<file path="src/rtl/sft_pkg.sv">
// Shared types for the serial frame transmitter.
// Assumes nothing beyond being compiled before the modules that import it.
package sft_pkg;

    // Frame configuration, captured together with the data word at transfer
    typedef struct packed {
        logic len8;
        logic par_en;
        logic par_odd;
        logic stop2;
        logic msb_first;
        logic mp_mode;
        logic adr_bit;
    } sft_cfg_t;

    typedef enum logic [1:0] {
        SEQ_IDLE  = 2'd0,
        SEQ_ARMED = 2'd1,
        SEQ_SEND  = 2'd2
    } sft_state_t;

endpackage

</file>
<file path="src/rtl/sft_hold.sv">
// One-entry transmit holding register with its empty flag.
// Accepts a write only while empty; the sequencer's take pulse empties it.
// Assumes take is asserted only while the register is full.
module sft_hold #(
    parameter int DATA_W = 8
) (
    input  logic              clk,
    input  logic              rst_n,
    input  logic              wr_en,
    input  logic [DATA_W-1:0] wr_data,
    input  logic              take,
    output logic              hold_full,
    output logic [DATA_W-1:0] hold_data
);

    logic full_q;
    logic [DATA_W-1:0] data_q;
    logic accept;

    assign accept    = wr_en && !full_q;
    assign hold_full = full_q;
    assign hold_data = data_q;

    // Purpose: track occupancy and capture accepted writes
    always_ff @(posedge clk) begin
        if (!rst_n) begin
            full_q <= 1'b0;
            data_q <= '0;
        end else begin
            if (accept) begin
                full_q <= 1'b1;
                data_q <= wr_data;
            end else if (take) begin
                full_q <= 1'b0;
            end
        end
    end


    hold_keep_chk: assert property (@(posedge clk) disable iff (!rst_n)
        (wr_en && full_q) |=> $stable(data_q));


    write_clears_chk: assert property (@(posedge clk) disable iff (!rst_n)
        (wr_en && !full_q) |=> full_q);

endmodule

</file>
<file path="src/rtl/sft_frame.sv">
// Combinational frame builder.
// From the held word and the configuration it forms the bit vector in
// transmit order (bit 0 first): start, data, optional slot, then ones.
// It also gives the frame length in bit times. Positions past the
// length are ones, so the stop bits need no separate logic.
module sft_frame
    import sft_pkg::*;
#(
    parameter int DATA_W  = 8,
    parameter int FRAME_W = DATA_W + 4,
    parameter int CNT_W   = $clog2(FRAME_W + 1)
) (
    input  logic [DATA_W-1:0]  data,
    input  sft_cfg_t           cfg,
    output logic [FRAME_W-1:0] frame,
    output logic [CNT_W-1:0]   len
);

    logic [DATA_W-1:0] rev;
    logic [DATA_W-1:0] ordered;
    logic [DATA_W-1:0] sent;
    logic              par;
    logic              slot_en;
    logic              slot_bit;

    // Purpose: mirror the word for most-significant-first order
    always_comb begin
        for (int i = 0; i < DATA_W; i++) begin
            rev[i] = data[DATA_W-1-i];
        end
    end

    // Purpose: choose the data order, parity and slot bit
    always_comb begin
        if (cfg.msb_first) begin
            ordered = cfg.len8 ? rev : (rev >> 1);
        end else begin
            ordered = data;
        end
        sent             = data;
        sent[DATA_W-1]   = data[DATA_W-1] & cfg.len8;
        par              = (^sent) ^ cfg.par_odd;
        slot_en          = cfg.mp_mode | cfg.par_en;
        slot_bit         = cfg.mp_mode ? cfg.adr_bit : par;
    end

    // Purpose: place the bits in transmit order and compute the length
    always_comb begin
        frame    = '1;
        frame[0] = 1'b0;
        for (int i = 0; i < DATA_W - 1; i++) begin
            frame[i+1] = ordered[i];
        end
        if (cfg.len8) begin
            frame[DATA_W] = ordered[DATA_W-1];
        end
        if (slot_en) begin
            if (cfg.len8) begin
                frame[DATA_W+1] = slot_bit;
            end else begin
                frame[DATA_W] = slot_bit;
            end
        end
        len = CNT_W'(DATA_W + 1) + CNT_W'(cfg.len8) + CNT_W'(slot_en)
            + CNT_W'(cfg.stop2);
    end

endmodule

</file>
<file path="src/rtl/sft_seq.sv">
// Frame sequencer and output shift register.
// It takes the held frame when it is idle and allowed to run. It then waits
// for a tick to start and sends one bit per tick. A drain flag keeps it
// running after the enable drops, until the frame in flight and any held
// word have gone out.
// Assumes tick is a single-cycle pulse.
module sft_seq
    import sft_pkg::*;
#(
    parameter int FRAME_W = 12,
    parameter int CNT_W   = $clog2(FRAME_W + 1)
) (
    input  logic               clk,
    input  logic               rst_n,
    input  logic               tick,
    input  logic               tx_en,
    input  logic               hold_full,
    input  logic [FRAME_W-1:0] frame_in,
    input  logic [CNT_W-1:0]   len_in,
    output logic               take,
    output logic               txd,
    output logic               busy
);

    sft_state_t         state_q;
    logic [FRAME_W-1:0] shreg_q;
    logic [CNT_W-1:0]   len_q;
    logic [CNT_W-1:0]   left_q;
    logic               txd_q;
    logic               busy_q;
    logic               drain_q;
    logic               run;

    assign run  = tx_en || drain_q;
    assign take = (state_q == SEQ_IDLE) && hold_full && run;
    assign txd  = txd_q;
    assign busy = busy_q;

    // Purpose: keep running after the enable drops until the work is done
    always_ff @(posedge clk) begin
        if (!rst_n) begin
            drain_q <= 1'b0;
        end else begin
            drain_q <= !tx_en && ((state_q != SEQ_IDLE) || (drain_q && hold_full));
        end
    end

    // Purpose: step the frame through idle, armed and sending
    always_ff @(posedge clk) begin
        if (!rst_n) begin
            state_q <= SEQ_IDLE;
            shreg_q <= '1;
            len_q   <= '0;
            left_q  <= '0;
            txd_q   <= 1'b1;
            busy_q  <= 1'b0;
        end else begin
            case (state_q)
                SEQ_IDLE: begin
                    if (take) begin
                        shreg_q <= frame_in;
                        len_q   <= len_in;
                        state_q <= SEQ_ARMED;
                    end
                end
                SEQ_ARMED: begin
                    if (tick) begin
                        txd_q   <= shreg_q[0];
                        shreg_q <= {1'b1, shreg_q[FRAME_W-1:1]};
                        left_q  <= len_q - CNT_W'(1);
                        busy_q  <= 1'b1;
                        state_q <= SEQ_SEND;
                    end
                end
                SEQ_SEND: begin
                    if (tick) begin
                        if (left_q == '0) begin
                            txd_q   <= 1'b1;
                            busy_q  <= 1'b0;
                            state_q <= SEQ_IDLE;
                        end else begin
                            txd_q   <= shreg_q[0];
                            shreg_q <= {1'b1, shreg_q[FRAME_W-1:1]};
                            left_q  <= left_q - CNT_W'(1);
                        end
                    end
                end
                default: begin
                    state_q <= SEQ_IDLE;
                end
            endcase
        end
    end


    idle_high_chk: assert property (@(posedge clk) disable iff (!rst_n)
        !busy_q |-> txd_q);


    start_low_chk: assert property (@(posedge clk) disable iff (!rst_n)
        $rose(busy_q) |-> !txd_q);


    stop_high_chk: assert property (@(posedge clk) disable iff (!rst_n)
        $fell(busy_q) |-> $past(txd_q));


    txd_on_tick_chk: assert property (@(posedge clk) disable iff (!rst_n)
        !tick |=> $stable(txd_q));

endmodule

</file>
<file path="src/rtl/serial_frame_tx.sv">
// Asynchronous serial frame transmitter, top level.
// Connects the holding register, the frame builder and the sequencer.
// Assumes tick is a one-cycle pulse per bit time from an external divider.
module serial_frame_tx
    import sft_pkg::*;
#(
    parameter int DATA_W = 8
) (
    input  logic              clk,
    input  logic              rst_n,
    input  logic              tick,
    input  logic              tx_en,
    input  logic              cfg_len8,
    input  logic              cfg_par_en,
    input  logic              cfg_par_odd,
    input  logic              cfg_stop2,
    input  logic              cfg_msb_first,
    input  logic              cfg_mp_mode,
    input  logic              cfg_adr_bit,
    input  logic              wr_en,
    input  logic [DATA_W-1:0] wr_data,
    output logic              hold_empty,
    output logic              busy,
    output logic              txd
);

    localparam int FRAME_W = DATA_W + 4;
    localparam int CNT_W   = $clog2(FRAME_W + 1);

    sft_cfg_t           cfg;
    logic               hold_full;
    logic [DATA_W-1:0]  hold_data;
    logic               take;
    logic [FRAME_W-1:0] frame;
    logic [CNT_W-1:0]   len;

    // Purpose: gather the configuration pins into one record
    always_comb begin
        cfg.len8      = cfg_len8;
        cfg.par_en    = cfg_par_en;
        cfg.par_odd   = cfg_par_odd;
        cfg.stop2     = cfg_stop2;
        cfg.msb_first = cfg_msb_first;
        cfg.mp_mode   = cfg_mp_mode;
        cfg.adr_bit   = cfg_adr_bit;
    end

    assign hold_empty = !hold_full;

    sft_hold #(.DATA_W(DATA_W)) u_hold (
        .clk       (clk),
        .rst_n     (rst_n),
        .wr_en     (wr_en),
        .wr_data   (wr_data),
        .take      (take),
        .hold_full (hold_full),
        .hold_data (hold_data)
    );

    sft_frame #(.DATA_W(DATA_W), .FRAME_W(FRAME_W), .CNT_W(CNT_W)) u_frame (
        .data  (hold_data),
        .cfg   (cfg),
        .frame (frame),
        .len   (len)
    );

    sft_seq #(.FRAME_W(FRAME_W), .CNT_W(CNT_W)) u_seq (
        .clk       (clk),
        .rst_n     (rst_n),
        .tick      (tick),
        .tx_en     (tx_en),
        .hold_full (hold_full),
        .frame_in  (frame),
        .len_in    (len),
        .take      (take),
        .txd       (txd),
        .busy      (busy)
    );

endmodule

</file>
<file path="config.mk">
export PLATFORM = sky130hd
export DESIGN_NAME = serial_frame_tx
export DESIGN_NICKNAME = d
export VERILOG_FILES = /design/src/rtl/sft_pkg.sv /design/src/rtl/sft_hold.sv /design/src/rtl/sft_frame.sv /design/src/rtl/sft_seq.sv /design/src/rtl/serial_frame_tx.sv
export SDC_FILE = /design/constraint.sdc
export NUM_CORES = 1
export LEC_CHECK = 0
export BUFFER_PORTS_ARGS = -buffer_cell sky130_fd_sc_hd__buf_2
export CAP_MARGIN = 20
export CORE_ASPECT_RATIO = 0.8
export CORE_MARGIN = 5
export CORE_UTILIZATION = 25
export CTS_CLUSTER_SIZE = 30
export DETAILED_ROUTE_END_ITERATION = 8
export PLACE_DENSITY = 0.52
export SYNTH_ARGS = -nofsm -noshare
export SYNTH_HDL_FRONTEND = slang
export SYNTH_HIERARCHICAL = 1
export SYNTH_SLANG_ARGS = --single-unit
</file>
<file path="constraint.sdc">
create_clock -name clk -period 1.8 [get_ports clk]
set_input_delay 0.27 -clock clk [delete_from_list [all_inputs] [get_ports clk]]
set_output_delay 0.27 -clock clk [all_outputs]
set_load 0.05 [all_outputs]
</file>
==> impl_results.md <==
- R2R Path Start: u_hold/hold_data[0]
- Cell taking the most area after synthesis: dfxtp_1
- Antenna-violating nets left: 0
- Hold-fix buffers, CTS: 0
- PwrDens: 1290 nW/um^2
- RSZ-0062 raised after global routing: yes
- Crit path DAT: 2.04 ns
- RePlAce Congestion: between 0.7 and 0.8
- Clk Latency, worst-skew pair: 0.28 ns
- Largest cells by area after synthesis: dfxtp_1 31%, mux2i_1 8.1%, nand2_1 6.4%
- Slew Limit Fails: 0
- Static Leakage: 1.19 nW
- Largest buffer count on any clock path: 2
- Max_slew headroom: 0.635
- Top cell type's share of synthesized area: 0.307
- Synth Warn #: 6
- Min cycle time layout: around 1.9 ns
- GRT Total Usage: 0.0996
- Clock skew: 0.0100 ns
- Ys async rst share: 0
- Share of cells above drive strength 1: 0.347
- Nets: 335
- # fillers: ~920
- Vias per cell: around 4.6
- Hold Crit Start: wr_data[0]
- Total global routing overflow: 0
- Initial antenna violation count: 0
- Final setup margin: -0.0793 ns
- CTS tree: built
- Clock sinks: 34
- VDD IR max: 0.430 mV
- FF-to-FF path depth: 7
- Yosys cell types: 51
- Flop2flop setup slack: -0.08 ns
- RR Endpoint: u_seq/shreg_q[8]
- Sequential area share after synthesis: 0.307
- Failing checks: setup timing
- WL final: roughly 5300 microns
- Commonest cells in the netlist: 38 x nand2_1, 34 x dfxtp_1, 23 x a21oi_1
- Crit Path Class: flop to flop
- Area grow syn2layout: 29.9%
- Worst hold path endpoint: u_hold/hold_data[0]
- Hpwl dp: 3920 microns
- Number of global-route vias before repair: 1936
- Worst Path Max Fanout: 3
- Hold crit path type: primary input to flop
- Routed vias: approximately 1900
- Die width: 115 microns
- Starting Density: 0.259
- ANT cells: 0
- Startpoint Class: flop
- Yosys reg bits: 34
- M1 GR Usage: 0.141
- Highest clock rate: 0.532 GHz
- Post-synthesis cell area: 2220 sq um
- Clock-pin slew of the registers on the worst-case setup and hold paths: around 0.080 ns
- Wire length per cell: 12.7 microns
- Total of max-cap violations: 0
- Port bufs: 22
- Post-synth EDFFs: 0
- H-tree depth: 2
- First-pass GRT wire length: 9030 microns
- Critical path endpoint category: flop
- Pin count of the biggest net entering global routing: 25
- Period utilization: 1.04
- Die footprint: 10900 sq um
- TritonRoute pass-1 iters: 4
- Area of the core: 8560 sq um
- Gr busiest metal: met2
- Setup Viol. Count Final: 2
- Pre-CTS setup slack: -0.168 ns
- FP Rows: 30
- Required time of the critical path: 1.96 ns
- Clock root buffer: clkbuf_8
- Mean Syn Cell Area: 8.66 sq um
- CTS buffer count: 5
- Mapped Cells: 256
- Met2 Use GR: 0.157
- Main synth FF type: dfxtp_1
- Status: finished, violations left
- Worst Tran Pin Value: 0.545 ns
- Final Hold Viols: 0
- Residual DRC count: 0
- DRT iter0 DRCs: 65
- I/O pins: 23
- Hold depth: 3
- Grt met3 use: 0.0238
- Top-count cell post-synth: nand2_1
- Die height: 94.2 microns
- Post-layout util: 0.337
==> cell families (layout without fill, tap and decap cells) <==
| kind of cell | Yosys count | in the layout | share of synthesized area |
|---|---|---|---|
| AO/OA/AOI/OAI | 75 | 75 | 0.262 |
| XOR/XNOR | 7 | 7 | 0.0339 |
| adder cells (fa/ha/maj) | 8 | 8 | 0.0451 |
| buffers and inverters | 31 | 81 | 0.0841 |
| flip-flops | 34 | 34 | 0.307 |
| multiplexers | 19 | 19 | 0.0863 |
| other | 2 | 4 | 0.00339 |
| AND/OR/NAND/NOR | 80 | 80 | 0.178 |
==> report_power, final <==
group	switching [W]	total [W]	internal, W
Combinational	0.000968	0.00191	0.000943
Clock	0.000293	0.000708	0.000415
Sequential	0.000143	0.00110	0.000952
==> sequential cells by signal, summed over array words and instances (netlist names) <==
name	cells
u_hold/hold_full	1
u_seq/shreg_q	12
u_seq/drain_q	1
u_hold/hold_data	8
u_seq/state_q	2
u_seq/busy	1
u_seq/left_q	4
u_seq/txd	1
u_seq/len_q	4
==> worst max-delay path, stage by stage, from the launching register on <==
cell and delay [ns]:
dfxtp_2 0.34, xnor2_2 0.15, xnor3_2 0.47, xnor2_1 0.16, a311oi_1 0.10, nor2b_2 0.17, a2111oi_2 0.24, o21ai_1 0.11
==> final cells by class <==
class | count | area (sq um) | share of cell area
Inverter | 11 | 41.3 | 0.0143
Multi-Input combinational cell | 193 | 1460 | 0.507
Clock inverter | 1 | 30.0 | 0.0104
Sequential cell | 34 | 688 | 0.239
Timing Repair Buffer | 62 | 444 | 0.154
Tap cell | 112 | 140 | 0.0487
Clock buffer | 7 | 76.3 | 0.0265
==> metal layers <==
metal	wire, microns	up-vias
li1	-	1005
met1	2870	865
met2	2230	42
met3	215	2
met4	19	0
met5	0	-
==> worst max-delay path by stage <==
stage	slack, ns	end	start
floorplan	0.0009	u_seq/shreg_q[0]	u_seq/state_q[1]
global placement	-0.09	u_seq/shreg_q[1]	u_seq/state_q[1]
detailed placement	-0.17	u_seq/shreg_q[9]	cfg_par_odd
CTS	-0.08	u_seq/shreg_q[9]	u_hold/hold_data[3]
global route	-0.19	u_seq/shreg_q[8]	u_hold/hold_data[0]
finish	-0.08	u_seq/shreg_q[8]	u_hold/hold_data[0]
==> placed cells by master (no fill, tap or decap), types with 5 or more instances in the layout <==
cell / netlist / layout
a2111oi_2: 8 / 7
a21oi_1: 23 / 22
buf_2: 2 / 23
buf_4: 5 / 34
clkbuf_8: 1 / 5
dfxtp_1: 34 / 30
ha_1: 8 / 5
inv_1: 11 / 8
mux2i_1: 18 / 18
nand2_1: 38 / 38
nor2_1: 11 / 11
nor2b_1: 13 / 11
o21ai_0: 6 / 6
o21ai_1: 10 / 10
==> through the flow <==
stage          total power (W)  TNS [ns]  hold WS [ns]  instance area (sq um)  std cells
5_1_grt                0.00398    -0.637         0.215                   2880        420
2_1_floorplan          0.00226         0         0.399                   2240        258
4_1_cts                0.00358    -0.118         0.214                   2780        415
3_5_place_dp           0.00277     -1.22         0.467                   2600        406
6_report               0.00371    -0.122         0.221                   2880        420
3_3_place_gp           0.00275    -0.759         0.456                   2600        406
==> repair_timing <==
item / CTS / global route
hold endpoints to repair: 0 / 0
gates resized for setup: 16 / 18
gates cloned: 0 / 1
buffers inserted: 1 / 4
pin swaps: 4 / 6
endpoints found under the setup margin: 12 / 19
Power figures use the tool's default switching activity.
